<file path="src/rtl/mrs_pkg.sv">
package mrs_pkg;

    localparam logic [7:0] OP_PAGED_READ  = 8'hA5;
    localparam logic [7:0] OP_STATUS_READ = 8'hAA;
    localparam logic [7:0] FILL_BYTE      = 8'hFF;

    localparam logic SPACE_DATA   = 1'b0;
    localparam logic SPACE_STATUS = 1'b1;

    typedef enum logic [3:0] {
        ST_CMD,
        ST_ADR_LO,
        ST_ADR_HI,
        ST_REDIR,
        ST_CRC_LO,
        ST_CRC_HI,
        ST_DATA,
        ST_ONES,
        ST_SKIP
    } seq_state_t;

    // one accumulator action per cycle
    typedef struct packed {
        logic       clr;
        logic       upd;
        logic [7:0] din;
    } crc_op_t;

    // reflected CRC-16, polynomial x^16+x^15+x^2+1, LSB first
    function automatic logic [15:0] crc16_step(input logic [15:0] c, input logic [7:0] d);
        logic [15:0] r;
        r = c;
        for (int i = 0; i < 8; i++) begin
            if (r[0] ^ d[i]) r = (r >> 1) ^ 16'hA001;
            else             r = r >> 1;
        end
        return r;
    endfunction

endpackage

</file>
<file path="src/rtl/mrs_crc_acc.sv">
module mrs_crc_acc
    import mrs_pkg::*;
(
    input  logic        clk,
    input  logic        rst,
    input  crc_op_t     op,
    output logic [15:0] crc
);

    logic [15:0] seed;

    assign seed = op.clr ? 16'h0000 : crc;

    always_ff @(posedge clk) begin
        if (rst)         crc <= 16'h0000;
        else if (op.upd) crc <= crc16_step(seed, op.din);
        else if (op.clr) crc <= 16'h0000;
    end

endmodule

</file>
<file path="src/rtl/mrs_ctrl.sv">
module mrs_ctrl
    import mrs_pkg::*;
#(
    parameter int PAGE_BYTES = 32,
    parameter int PAGES      = 4,
    parameter int STAT_BYTES = 8,
    parameter int REDIR_BASE = 1,
    localparam int DATA_BYTES = PAGE_BYTES * PAGES,
    localparam int ADDR_W     = $clog2(DATA_BYTES),
    localparam int PAGE_W     = $clog2(PAGE_BYTES),
    localparam int PG_W       = $clog2(PAGES),
    localparam int STAT_W     = $clog2(STAT_BYTES)
) (
    input  logic              clk,
    input  logic              rst,
    input  logic              link_reset,
    input  logic              rx_valid,
    input  logic [7:0]        rx_byte,
    input  logic              tx_req,
    input  logic [7:0]        mem_rdata,
    input  logic [15:0]       crc,
    output crc_op_t           crc_op,
    output logic [7:0]        tx_next,
    output logic              mem_space,
    output logic [ADDR_W-1:0] mem_addr
);

    seq_state_t  state;
    logic        is_stat;
    logic        first_pass;
    logic        after_redir;
    logic [15:0] addr;

    logic [PG_W-1:0] page;
    logic            page_end;
    logic [15:0]     full_addr;

    assign page      = addr[ADDR_W-1:PAGE_W];
    assign full_addr = {rx_byte, addr[7:0]};
    assign page_end  = is_stat ? (addr[STAT_W-1:0] == {STAT_W{1'b1}})
                               : (addr[PAGE_W-1:0] == {PAGE_W{1'b1}});

    // transmit byte selection and memory addressing
    always_comb begin
        tx_next   = FILL_BYTE;
        mem_space = SPACE_DATA;
        mem_addr  = addr[ADDR_W-1:0];
        case (state)
            ST_REDIR: begin
                mem_space = SPACE_STATUS;
                mem_addr  = ADDR_W'(REDIR_BASE) + ADDR_W'(page);
                tx_next   = mem_rdata;
            end
            ST_DATA: begin
                mem_space = is_stat ? SPACE_STATUS : SPACE_DATA;
                tx_next   = mem_rdata;
            end
            ST_CRC_LO: tx_next = ~crc[7:0];
            ST_CRC_HI: tx_next = ~crc[15:8];
            default: ;
        endcase
        if (link_reset) tx_next = FILL_BYTE;
    end

    // accumulator control
    always_comb begin
        crc_op = '{clr: 1'b0, upd: 1'b0, din: rx_byte};
        if (!link_reset) begin
            case (state)
                ST_CMD: if (rx_valid && (rx_byte == OP_PAGED_READ || rx_byte == OP_STATUS_READ)) begin
                    crc_op.clr = 1'b1;
                    crc_op.upd = 1'b1;
                end
                ST_ADR_LO, ST_ADR_HI: crc_op.upd = rx_valid;
                ST_REDIR: if (tx_req) begin
                    crc_op.upd = 1'b1;
                    crc_op.clr = !first_pass;
                    crc_op.din = mem_rdata;
                end
                ST_DATA: if (tx_req) begin
                    crc_op.upd = 1'b1;
                    crc_op.din = mem_rdata;
                end
                ST_CRC_HI: crc_op.clr = tx_req && after_redir;
                default: ;
            endcase
        end
    end

    always_ff @(posedge clk) begin
        if (rst || link_reset) begin
            state       <= ST_CMD;
            is_stat     <= 1'b0;
            first_pass  <= 1'b0;
            after_redir <= 1'b0;
            addr        <= 16'h0000;
        end else begin
            case (state)
                ST_CMD: if (rx_valid) begin
                    if (rx_byte == OP_PAGED_READ) begin
                        is_stat <= 1'b0;
                        state   <= ST_ADR_LO;
                    end else if (rx_byte == OP_STATUS_READ) begin
                        is_stat <= 1'b1;
                        state   <= ST_ADR_LO;
                    end else begin
                        state   <= ST_SKIP;
                    end
                end
                ST_ADR_LO: if (rx_valid) begin
                    addr[7:0] <= rx_byte;
                    state     <= ST_ADR_HI;
                end
                ST_ADR_HI: if (rx_valid) begin
                    addr[15:8] <= rx_byte;
                    first_pass <= 1'b1;
                    if (!is_stat && full_addr < 16'(DATA_BYTES))     state <= ST_REDIR;
                    else if (is_stat && full_addr < 16'(STAT_BYTES)) state <= ST_DATA;
                    else                                             state <= ST_ONES;
                end
                ST_REDIR: if (tx_req) begin
                    after_redir <= 1'b1;
                    state       <= ST_CRC_LO;
                end
                ST_CRC_LO: if (tx_req) state <= ST_CRC_HI;
                ST_CRC_HI: if (tx_req) begin
                    if (after_redir) begin
                        state <= ST_DATA;
                    end else if (is_stat || addr >= 16'(DATA_BYTES)) begin
                        state <= ST_ONES;
                    end else begin
                        first_pass <= 1'b0;
                        state      <= ST_REDIR;
                    end
                end
                ST_DATA: if (tx_req) begin
                    addr <= addr + 16'd1;
                    if (page_end) begin
                        after_redir <= 1'b0;
                        state       <= ST_CRC_LO;
                    end
                end
                default: ;
            endcase
        end
    end

endmodule

</file>
<file path="src/rtl/mrs_read_seq.sv">
module mrs_read_seq
    import mrs_pkg::*;
#(
    parameter int PAGE_BYTES = 32,
    parameter int PAGES      = 4,
    parameter int STAT_BYTES = 8,
    parameter int REDIR_BASE = 1,
    localparam int ADDR_W    = $clog2(PAGE_BYTES * PAGES)
) (
    input  logic              clk,
    input  logic              rst,
    input  logic              link_reset,
    input  logic              rx_valid,
    input  logic [7:0]        rx_byte,
    input  logic              tx_req,
    output logic              tx_valid,
    output logic [7:0]        tx_byte,
    output logic              mem_space,
    output logic [ADDR_W-1:0] mem_addr,
    input  logic [7:0]        mem_rdata
);

    crc_op_t     crc_op;
    logic [15:0] crc;
    logic [7:0]  tx_next;

    mrs_crc_acc u_crc (
        .clk (clk),
        .rst (rst),
        .op  (crc_op),
        .crc (crc)
    );

    mrs_ctrl #(
        .PAGE_BYTES (PAGE_BYTES),
        .PAGES      (PAGES),
        .STAT_BYTES (STAT_BYTES),
        .REDIR_BASE (REDIR_BASE)
    ) u_ctrl (
        .clk        (clk),
        .rst        (rst),
        .link_reset (link_reset),
        .rx_valid   (rx_valid),
        .rx_byte    (rx_byte),
        .tx_req     (tx_req),
        .mem_rdata  (mem_rdata),
        .crc        (crc),
        .crc_op     (crc_op),
        .tx_next    (tx_next),
        .mem_space  (mem_space),
        .mem_addr   (mem_addr)
    );

    always_ff @(posedge clk) begin
        if (rst) begin
            tx_valid <= 1'b0;
            tx_byte  <= FILL_BYTE;
        end else begin
            tx_valid <= tx_req;
            if (tx_req) tx_byte <= tx_next;
        end
    end

endmodule

</file>
<file path="config.mk">
export PLATFORM = sky130hd
export DESIGN_NAME = mrs_read_seq
export DESIGN_NICKNAME = d
export VERILOG_FILES = /design/src/rtl/mrs_pkg.sv /design/src/rtl/mrs_crc_acc.sv /design/src/rtl/mrs_ctrl.sv /design/src/rtl/mrs_read_seq.sv
export SDC_FILE = /design/constraint.sdc
export NUM_CORES = 1
export LEC_CHECK = 0
export ABC_AREA = 0
export CORE_ASPECT_RATIO = 0.5
export CORE_MARGIN = 4
export CORE_UTILIZATION = 65
export CTS_BUF_LIST = sky130_fd_sc_hd__clkbuf_8 sky130_fd_sc_hd__clkbuf_16
export DETAILED_ROUTE_END_ITERATION = 12
export DONT_BUFFER_PORTS = 1
export MAX_ROUTING_LAYER = met4
export PLACE_DENSITY = 0.81
export SKIP_CTS_REPAIR_TIMING = 1
export SYNTH_ARGS = -nofsm -noshare
export SYNTH_HDL_FRONTEND = slang
export SYNTH_HIERARCHICAL = 1
export SYNTH_SLANG_ARGS = --single-unit
</file>
<file path="constraint.sdc">
create_clock -name clk -period 5.75 [get_ports clk]
set_input_delay 0.575 -clock clk [delete_from_list [all_inputs] [get_ports clk]]
set_output_delay 0.575 -clock clk [all_outputs]
set_load 0.03 [all_outputs]
</file>
==> results of run 1 <==
==> power by group through the flow <==
stage	Clock [W]	Combinational, W	Sequential (W)
5_1_grt	0.000224	0.0000797	0.000354
3_5_place_dp	0	0.0000712	0.000360
3_3_place_gp	0	0.0000685	0.000360
2_1_floorplan	0	0.0000683	0.000355
4_1_cts	0.000209	0.0000719	0.000352
6_report	0.000207	0.0000735	0.000353
==> stage by stage <==
stage               hold WS (ns)  area [sq um]
floorplan                  0.467          3470
CTS                        0.317          3550
finish                     0.319          3550
detailed placement         0.487          3470
global placement           0.491          3470
global route               0.308          3550
==> placed cells by master, fill, tap and decap left out, types with 4 or more instances in the layout <==
master,instances
a211o_1,13
a211o_2,6
a211oi_1,5
a21oi_1,28
a31oi_1,6
a32oi_1,4
and2_1,4
and3_1,6
buf_4,6
clkbuf_8,5
dfxtp_1,48
ha_1,5
inv_1,7
mux2_2,9
mux2i_1,9
nand2_1,26
nand3_1,5
nand4_1,6
nor2_1,38
nor2b_1,14
nor3_1,19
nor4_1,5
nor4b_1,7
o21a_1,4
o21ai_0,21
o22ai_1,9
or3_1,6
xnor2_1,17
==> path summary, 6_finish.rpt <==
check                            endpoint  slack (ns)
min reg2reg  u_ctrl/addr[15]$_SDFFE_PP0P_        0.51
max reg2reg       u_crc/crc[0]$_SDFF_PP0_        1.39
min              u_crc/crc[12]$_SDFF_PP0_        0.32
max               u_crc/crc[0]$_SDFF_PP0_        1.39
==> layout make-up <==
type | count | area (sq um) | area share (%)
clock inverters | 3 | 18.8 | 0.528
well taps | 70 | 87.6 | 2.46
repair buffers | 6 | 45.0 | 1.27
inverters | 7 | 26.3 | 0.739
multi-input cells | 336 | 2350 | 66.0
flip-flops and latches | 48 | 961 | 27.0
clock buffers | 5 | 68.8 | 1.94
==> cell families after synthesis <==
logic type	synth area share (%)
XOR/XNOR	6.09
adder cells (fa/ha/maj)	1.80
AO/OA/AOI/OAI	26.8
flip-flops	27.7
buffers and inverters	5.55
multiplexers	5.51
AND/OR/NAND/NOR	26.6
==> worst max-delay path: cells and delay by family (launching register included) <==
family	cells	cell delay (ns)
AOI/OAI and AO/OA	6	2.14
buffers and inverters	1	0.30
DFF	1	0.87
and+or+nand+nor	3	0.95
==> state kept, by name, indices dropped and copies added, names as in the netlist <==
signal,flops
tx_byte,8
u_ctrl/after_redir,1
u_ctrl/is_stat,1
u_crc/crc,16
u_ctrl/first_pass,1
tx_valid,1
u_ctrl/addr,16
u_ctrl/state,4
==> per-layer routing <==
layer,GRT usage (%),share of wire [%],up-vias,wire [um]
li1,-,-,1550,-
met1,35.9,42,1561,3890
met2,47.2,47,183,4330
met3,6.27,9.2,18,847
met4,6.93,1.5,0,134
met5,-,0,-,0
==> metrics.md, run 1 <==
| Metric | Value |
|---|---|
| Setup ws final | `approximately 1.4 ns` |
| Initial core utilization | `just under 70%` |
| DPL Wire Length | `6540 um` |
| DRC Markers | `0` |
| PD cells | `approximately 180 nW/um^2` |
| Total power | `approximately 0.00063 W` |
| Sequential-to-total area share from yosys stat | `between 20% and 30%` |
| Final setup violation count | `0` |
| Status | `finished, final reports clean` |
| Total routed wirelength | `9210 um` |
| Commonest cells in the netlist | `48 x dfxtp_1, 38 x nor2_1, 28 x a21oi_1, 26 x nand2_1, 21 x o21ai_0` |
| Nets | `430` |
| Hold Path Class | `in -> reg` |
| Synth unique cells | `slightly below 80` |
| IO Count | `38` |
| Worst EP arrival | `around 4.6 ns` |
| Die Area | `about 6700 sq um` |
| Yosys warns | `6` |
| Worst path max stage delay | `0.94 ns` |
| P_sw | `0.000174 W` |
| Cell count after synthesis | `around 420` |
| Beginning of the critical path | `u_ctrl/state[2]$_SDFFE_PP0P_` |
| Initial DRC Count | `slightly above 400` |
| Post-synth top flop | `dfxtp_1` |
| Clock Path Buffers | `2` |
| Share of cells above drive strength 1 | `12.8%` |
| Number of synthesized flops with an enable pin | `0` |
| Clock slew at reported path FFs | `about 0.09 ns` |
| GRT overflow | `0` |
| Number of fill cells in the layout | `approximately 420` |
| Worst Hold Depth | `1` |
| VDD IR-drop max | `between 0.1 and 0.15 mV` |
| CTS Root Cell | `clkbuf_8` |
| Synth top area cells | `dfxtp_1 28%, xnor2_1 4.3%, nor2_1 4.1%, a21oi_1 4.0%, a211o_1 3.3%` |
| Initial antenna violation count | `0` |
| Max cap viols | `0` |
| P&R area growth vs syn | `2.27%` |
| Critical path required time | `approximately 6.0 ns` |
| Post-layout min period | `4.36 ns` |
| Mapped cell area | `about 3500 sq um` |
| Crit-path cells | `nand4bb_1 > o22ai_1 > nand2_1 > a2111oi_4 > buf_4 > o21ai_1 > a211oi_1 > o211ai_1 > a31o_1 > or3_1` |
| CP Max Fanout | `22` |
| Synth top area share | `roughly 28%` |
| Die Wd | `around 110 um` |
| Sequential power share | `between 50% and 60%` |
| Final Hold Vio Count | `0` |
| Startpoint types | `flop` |
| Core Rows | `18` |
| Worst R2R Path Depth | `10` |
| Vias per cell | `approximately 7` |
| Post-synth ARST share | `0%` |
| Vias post-DR | `about 3300` |
| Mean Syn Cell Area | `between 8 and 9 sq um` |
| Sum Neg Setup Slack | `0 ns` |
| Combinational share of power | `11.6%` |
| GPL Wtd Cong | `between 0.9 and 1` |
| IO Port Bufs | `0` |
| Placed cell count | `467` |
| Vias in the first global route | `a little under 3000` |
| Gr usage total | `between 20% and 30%` |
| Reg2Reg Launch Point | `u_ctrl/state[2]$_SDFFE_PP0P_` |
| DR WL/cell | `19.4 um` |
| Largest net degree at the start of global routing | `34` |
| Fmax | `roughly 230 MHz` |
| TritonCTS Buffers | `5` |
| First-pass GRT wire length | `between 10000 and 15000 um` |
| Sw Ratio | `between 20% and 30%` |
| Unrepaired setup endpoints after global routing | `false` |
| DR pass1 iterations | `5` |
| Setup Crit Path Kind | `reg -> reg` |
| Post-DRT Antenna Nets | `0` |
| Post-route clock skew | `0.00597 ns` |
| CP endpoint kind | `flop` |
| Final Max Tran Viols | `0` |
| Crit share post-route | `approximately three quarters` |
| # H-tree levels | `2` |
| P_leak | `about 1.2 nW` |
| Clk pwr share | `32.7%` |
| Count leader, synth | `dfxtp_1` |
| Non-Filler Instances | `between 400 and 500` |
| # diodes | `0` |
| Die height | `59.7 um` |
| Hold path start | `rst` |
| Clk sinks | `48` |
| Syn nets | `450` |
| Leading area contributor after synthesis | `dfxtp_1` |
| Pint | `between 0.0004 and 0.0005 W` |
| Post-Route Utilization | `around 70%` |
| Crit-path slowest cell | `a2111oi_4` |
| Slew @ Worst Pin | `around 1 ns` |
| TritonCTS clock tree | `yes` |
| Pre-CTS setup slack | `approximately 1.5 ns` |
| Relative slew slack | `between 30% and 40%` |
| Yosys reg bits | `48` |
| Core area | `between 5000 and 6000 sq um` |
| Clk_lat worst skew | `roughly 0.31 ns` |
Power figures use the tool's default switching activity.
==> inputs of run 2 (changes only) <==
- ABC_AREA: 0 -> 1
- CORE_UTILIZATION: 65 -> 64
- PLACE_DENSITY: 0.81 -> 0.8
- clock period: 5.75 -> 4.1 ns (I/O delays scaled with it)
==> metrics.md, run 2 <==
| Metric | Value |
|---|---|
| Sequential-to-total area share from yosys stat | `between 20% and 30%` |
| Gr usage total | `about 30%` |
| Largest net degree at the start of global routing | `20` |
| TritonCTS clock tree | `yes` |
| Startpoint types | `flop` |
| Cell count after synthesis | `between 500 and 600` |
| Number of fill cells in the layout | `483` |
| Clock slew at reported path FFs | `~0.10 ns` |
| Share of cells above drive strength 1 | `10.7%` |
| Post-synth top flop | `dfxtp_1` |
| Clk_lat worst skew | `between 0.3 and 0.4 ns` |
| Flop2flop setup slack | `about 0.55 ns` |
| Clock Path Buffers | `2` |
| Die Area | `about 6700 sq um` |
| CP Max Fanout | `18` |
| Syn nets | `around 580` |
| Post-layout min period | `between 3 and 4 ns` |
| Sum Neg Setup Slack | `0 ns` |
| Initial DRC Count | `~330` |
| Worst EP arrival | `3.77 ns` |
| Post-route clock skew | `0.00462 ns` |
| CP endpoint kind | `flop` |
| Core area | `just over 5000 sq um` |
| Final Max Tran Viols | `0` |
| Setup Crit Path Kind | `reg -> reg` |
| Post-synth ARST share | `0%` |
| TritonCTS Buffers | `5` |
| IO Port Bufs | `0` |
| Final setup violation count | `0` |
| Unrepaired setup endpoints after global routing | `false` |
| VDD IR-drop max | `0.230 mV` |
| DPL Wire Length | `~7000 um` |
| Fmax | `between 200 and 300 MHz` |
| GRT overflow | `0` |
| Post-DRT Antenna Nets | `0` |
| Count leader, synth | `nand2_1` |
| Vias post-DR | `3564` |
| Synth unique cells | `37` |
| Commonest cells in the netlist | `140 x nand2_1, 62 x nand3_1, 56 x inv_1, 53 x nor2_1` |
| Nets | `575` |
| Synth top area share | `about 28%` |
| GPL Wtd Cong | `between 0.9 and 1` |
| Total routed wirelength | `between 9000 and 10000 um` |
| DRC Markers | `0` |
| IO Count | `38` |
| Synth top area cells | `dfxtp_1 28%, nand2_1 15%, nand3_1 9.0%, a21oi_1 7.0%, inv_1 6.1%` |
| # H-tree levels | `2` |
| Most common cell after layout, fill and taps aside | `nand2_1` |
| Final Hold Vio Count | `0` |
| Yosys warns | `6` |
| Crit share post-route | `a little under 90%` |
| Number of synthesized flops with an enable pin | `0` |
| Worst Hold Slack | `roughly 0.16 ns` |
| # diodes | `0` |
| Slew @ Worst Pin | `just over 0.9 ns` |
| P_leak | `about 1.6 nW` |
| Yosys reg bits | `48` |
| Commonest non-fill, non-tap cells in the layout | `140 x nand2_1, 62 x nand3_1, 56 x inv_1` |
| First-pass GRT wire length | `around 15000 um` |
| Clk sinks | `48` |
| CTS Root Cell | `clkbuf_8` |
| Die Wd | `~110 um` |
| Leading area contributor after synthesis | `dfxtp_1` |
| Critical path required time | `between 4 and 5 ns` |
| Status | `finished, final reports clean` |
| Largest regs | `u_crc/crc (16), u_ctrl/addr (16), tx_byte (8)` |
| Initial antenna violation count | `0` |
| Max cap viols | `0` |
| Hold Path Class | `in -> reg` |
| Mapped cell area | `3440 sq um` |
| Relative slew slack | `37.2%` |
| Vias per cell | `approximately 5.7` |
| Core Rows | `18` |
| DR WL/cell | `approximately 15 um` |
| Mean Syn Cell Area | `a little over 6 sq um` |
| Initial core utilization | `between 60% and 70%` |
| DR pass1 iterations | `5` |
| Vias in the first global route | `3204` |
| PD cells | `~260 nW/um^2` |
| P&R area growth vs syn | `3.42%` |
| Die height | `roughly 60 um` |
run 2: changes by cell type in the layout (fill, tap and decap cells not counted), sizes merged, moves of 15 or more:
| cell | delta |
|---|---|
| a211o | -19 |
| nand3 | +62 |
| a21oi | +24 |
| nor2b | -15 |
| nand2 | +137 |
| o21ai | +16 |
| nor2 | +20 |
| inv | +56 |
run 2: metal layers:
metal | vias up | track usage [%] | share of wire (%)
li1 | 1792 | - | -
met1 | 1599 | 38.9 | 45
met2 | 162 | 47.4 | 45
met3 | 11 | 6.07 | 9.2
met4 | 0 | 6.24 | 0.92
met5 | - | - | 0
run 2: path summary, 6_finish.rpt:
kind                                     to                           start  cells past startpoint
max                u_crc/crc[12]$_SDFF_PP0_    u_ctrl/state[2]$_SDFFE_PP0P_                     20
min                u_crc/crc[14]$_SDFF_PP0_                             rst                      1
max reg2reg        u_crc/crc[12]$_SDFF_PP0_    u_ctrl/state[2]$_SDFFE_PP0P_                     20
min reg2reg  u_ctrl/first_pass$_SDFFE_PP0P_  u_ctrl/first_pass$_SDFFE_PP0P_                      2
run 2: layout make-up:
type	instances	area, sq um	area share, %
multi-input cells	427	2150	60.5
flip-flops and latches	48	961	27.0
inverters	65	248	6.97
well taps	70	87.6	2.46
clock buffers	5	68.8	1.94
clock inverters	3	23.8	0.669
repair buffers	2	15.0	0.423
run 2: worst max-delay path, stage by stage (launching register included):
cell	delay (ns)
dfxtp_1	0.48
nand2_2	0.16
nor2_2	0.17
nand2_2	0.17
inv_2	0.13
nand3_1	0.07
a31oi_1	0.52
inv_2	0.30
nand2_1	0.19
xor2_1	0.26
inv_1	0.07
nand3_1	0.12
nand3_1	0.17
nand2_4	0.15
nand2_4	0.07
nand2_4	0.08
nand2_2	0.07
nand3_1	0.09
nand2_1	0.05
nor2_1	0.09
nor2_1	0.04
run 2: metrics by stage:
step	area [sq um]	setup slack (ns)	cells	util (%)	power (W)
6_report	3550	0.546	620	70.4	0.000925
5_1_grt	3550	0.291	620	70.4	0.000966
4_1_cts	3550	0.637	620	70.4	0.000931
3_5_place_dp	3460	0.679	612	68.6	0.000638
3_3_place_gp	3460	0.748	612	68.6	0.000636
2_1_floorplan	3440	1.35	553	-	0.000617
run 2: kinds of logic (layout without fill, tap and decap cells):
logic type / count (synthesis) / after routing / share of synthesized area (%)
flops: 48 / 48 / 28.0
fa+ha+maj: 5 / 5 / 1.82
compound gates: 103 / 103 / 16.1
xor+xnor: 13 / 13 / 3.31
buf+inv: 78 / 75 / 9.47
simple gates: 306 / 306 / 41.3
run 2: power breakdown:
| part | internal, W | switching (W) | total (W) |
|---|---|---|---|
| Sequential | 0.000477 | 0.0000190 | 0.000496 |
| Clock | 0.000121 | 0.000174 | 0.000295 |
| Combinational | 0.0000443 | 0.0000893 | 0.000134 |
==> inputs of run 3 (changes only) <==
- ABC_AREA: 1 -> not set
==> metrics.md, run 3 (synthesis gave the netlist of run 1 again) <==
| Metric | Value |
|---|---|
| Post-DRT Antenna Nets | `0` |
| Initial core utilization | `approximately 68%` |
| Clock Path Buffers | `2` |
| GRT overflow | `0` |
| CTS Root Cell | `clkbuf_8` |
| Worst Hold Depth | `1` |
| Setup Crit Path Kind | `reg -> reg` |
| Die Wd | `between 100 and 150 um` |
| IO Port Bufs | `0` |
| Final Max Tran Viols | `0` |
| Vias post-DR | `around 3300` |
| Worst EP arrival | `approximately 3.8 ns` |
| Die height | `~60 um` |
| TritonCTS clock tree | `yes` |
| Fmax | `between 200 and 300 MHz` |
| # H-tree levels | `2` |
| Initial antenna violation count | `0` |
| Post-route clock skew | `about 0.0085 ns` |
| Commonest non-fill, non-tap cells in the layout | `48 x dfxtp_1, 38 x nor2_1, 28 x a21oi_1` |
| Vias per cell | `~6.8` |
| P_leak | `around 1.2 nW` |
| Initial DRC Count | `roughly 430` |
| CP Max Fanout | `16` |
| Total routed wirelength | `~9300 um` |
| First-pass GRT wire length | `between 15000 and 20000 um` |
| Vias in the first global route | `3066` |
| Setup ws final | `between 0.4 and 0.5 ns` |
| Clk sinks | `48` |
| Worst R2R Path Depth | `10` |
| Relative slew slack | `37.9%` |
| PD cells | `about 250 nW/um^2` |
| Post-layout min period | `3.62 ns` |
| Sum Neg Setup Slack | `0 ns` |
| Crit share post-route | `between 80% and 90%` |
| Largest net degree at the start of global routing | `33` |
| Final Hold Vio Count | `0` |
| Status | `finished, final reports clean` |
| Met2 global-route usage | `about half` |
| DR pass1 iterations | `5` |
| VDD IR-drop max | `0.195 mV` |
| Clock slew at reported path FFs | `~0.09 ns` |
| Gr usage total | `about 30%` |
| TritonCTS Buffers | `5` |
| Share of cells above drive strength 1 | `around 14%` |
| Hold Path Class | `in -> reg` |
| Startpoint types | `flop` |
| Nets | `approximately 430` |
| DRC Markers | `0` |
| Most common cell after layout, fill and taps aside | `dfxtp_1` |
| Largest regs | `u_crc/crc (16), u_ctrl/addr (16), tx_byte (8)` |
| Core Rows | `18` |
| IO Count | `38` |
| P&R area growth vs syn | `3.28%` |
| CP endpoint kind | `flop` |
| Met1 Use GR | `between 30% and 40%` |
| DPL Wire Length | `between 6000 and 7000 um` |
| DR WL/cell | `between 15 and 20 um` |
| Die Area | `approximately 6700 sq um` |
| Critical path required time | `4.31 ns` |
| Final setup violation count | `0` |
| Flop2flop setup slack | `0.48 ns` |
| Slew @ Worst Pin | `between 0.9 and 1 ns` |
| Max cap viols | `0` |
| Pre-CTS setup slack | `approximately 0.54 ns` |
| # diodes | `0` |
| Number of fill cells in the layout | `about 430` |
| Post-Route Utilization | `slightly above 70%` |
| Unrepaired setup endpoints after global routing | `false` |
| Core area | `approximately 5100 sq um` |
| GR Util met3 | `under 10%` |
| Clk_lat worst skew | `0.32 ns` |
| GPL Wtd Cong | `0.972` |
| GRT Max-Usage Layer | `met2` |
==> run 3: changes by cell type in the layout (fill, tap and decap cells not counted), sizes merged, moves of 12 or more <==
cell,before,now
nand2,164,27
o21ai,38,22
a21oi,52,28
nor2,59,39
nor3,8,20
xnor2,5,17
inv,63,7
nor2b,0,15
nand3,67,5
a211o,0,19
==> run 3: through the flow <==
step,cell area (sq um),hold WS (ns),instances,power [W]
4_1_cts,3590,0.138,479,0.000906
3_3_place_gp,3500,0.486,471,0.000602
3_5_place_dp,3500,0.487,471,0.000606
5_1_grt,3590,0.134,479,0.000933
2_1_floorplan,3470,0.467,424,0.000594
6_report,3590,0.149,479,0.000899
==> run 3: routing by layer <==
metal / vias up / wire length [um]
met1: 1519 / 3930
met3: 21 / 808
met4: 0 / 130
li1: 1556 / -
met5: - / 0
met2: 170 / 4420
==> run 3: cell type report <==
| cell class | instances | area [sq um] | share of cell area [%] |
|---|---|---|---|
| Clock buffer | 5 | 68.8 | 1.92 |
| Clock inverter | 3 | 23.8 | 0.662 |
| Inverter | 7 | 26.3 | 0.732 |
| Multi-Input combinational cell | 336 | 2350 | 65.4 |
| Sequential cell | 48 | 961 | 26.8 |
| Tap cell | 70 | 87.6 | 2.44 |
| Timing Repair Buffer | 10 | 75.1 | 2.09 |
==> run 3: path summary, 6_finish.rpt <==
kind                                      from                      endpoint
setup / recovery  u_ctrl/state[0]$_SDFFE_PP0P_       u_crc/crc[0]$_SDFF_PP0_
hold / removal                             rst      u_crc/crc[12]$_SDFF_PP0_
setup reg to reg  u_ctrl/state[0]$_SDFFE_PP0P_       u_crc/crc[0]$_SDFF_PP0_
hold reg to reg   u_ctrl/addr[15]$_SDFFE_PP0P_  u_ctrl/addr[15]$_SDFFE_PP0P_
==> run 3: worst max-delay path, stage by stage (launching register included) <==
cell and delay [ns]:
dfxtp_1 0.62, xnor2_1 0.13, nor3b_1 0.26, and3b_1 0.43
mux2_2 0.41, xnor2_1 0.15, or3_4 0.38, a211o_1 0.31
a211o_1 0.30, a31o_1 0.21, or3_1 0.30
==> run 3: power by group <==
| part | switching (W) | internal [W] | total [W] |
|---|---|---|---|
| Clock | 0.000180 | 0.000121 | 0.000301 |
| Sequential | 0.0000183 | 0.000474 | 0.000492 |
| Combinational | 0.0000538 | 0.0000516 | 0.000105 |
| Total | 0.000252 | 0.000647 | 0.000899 |
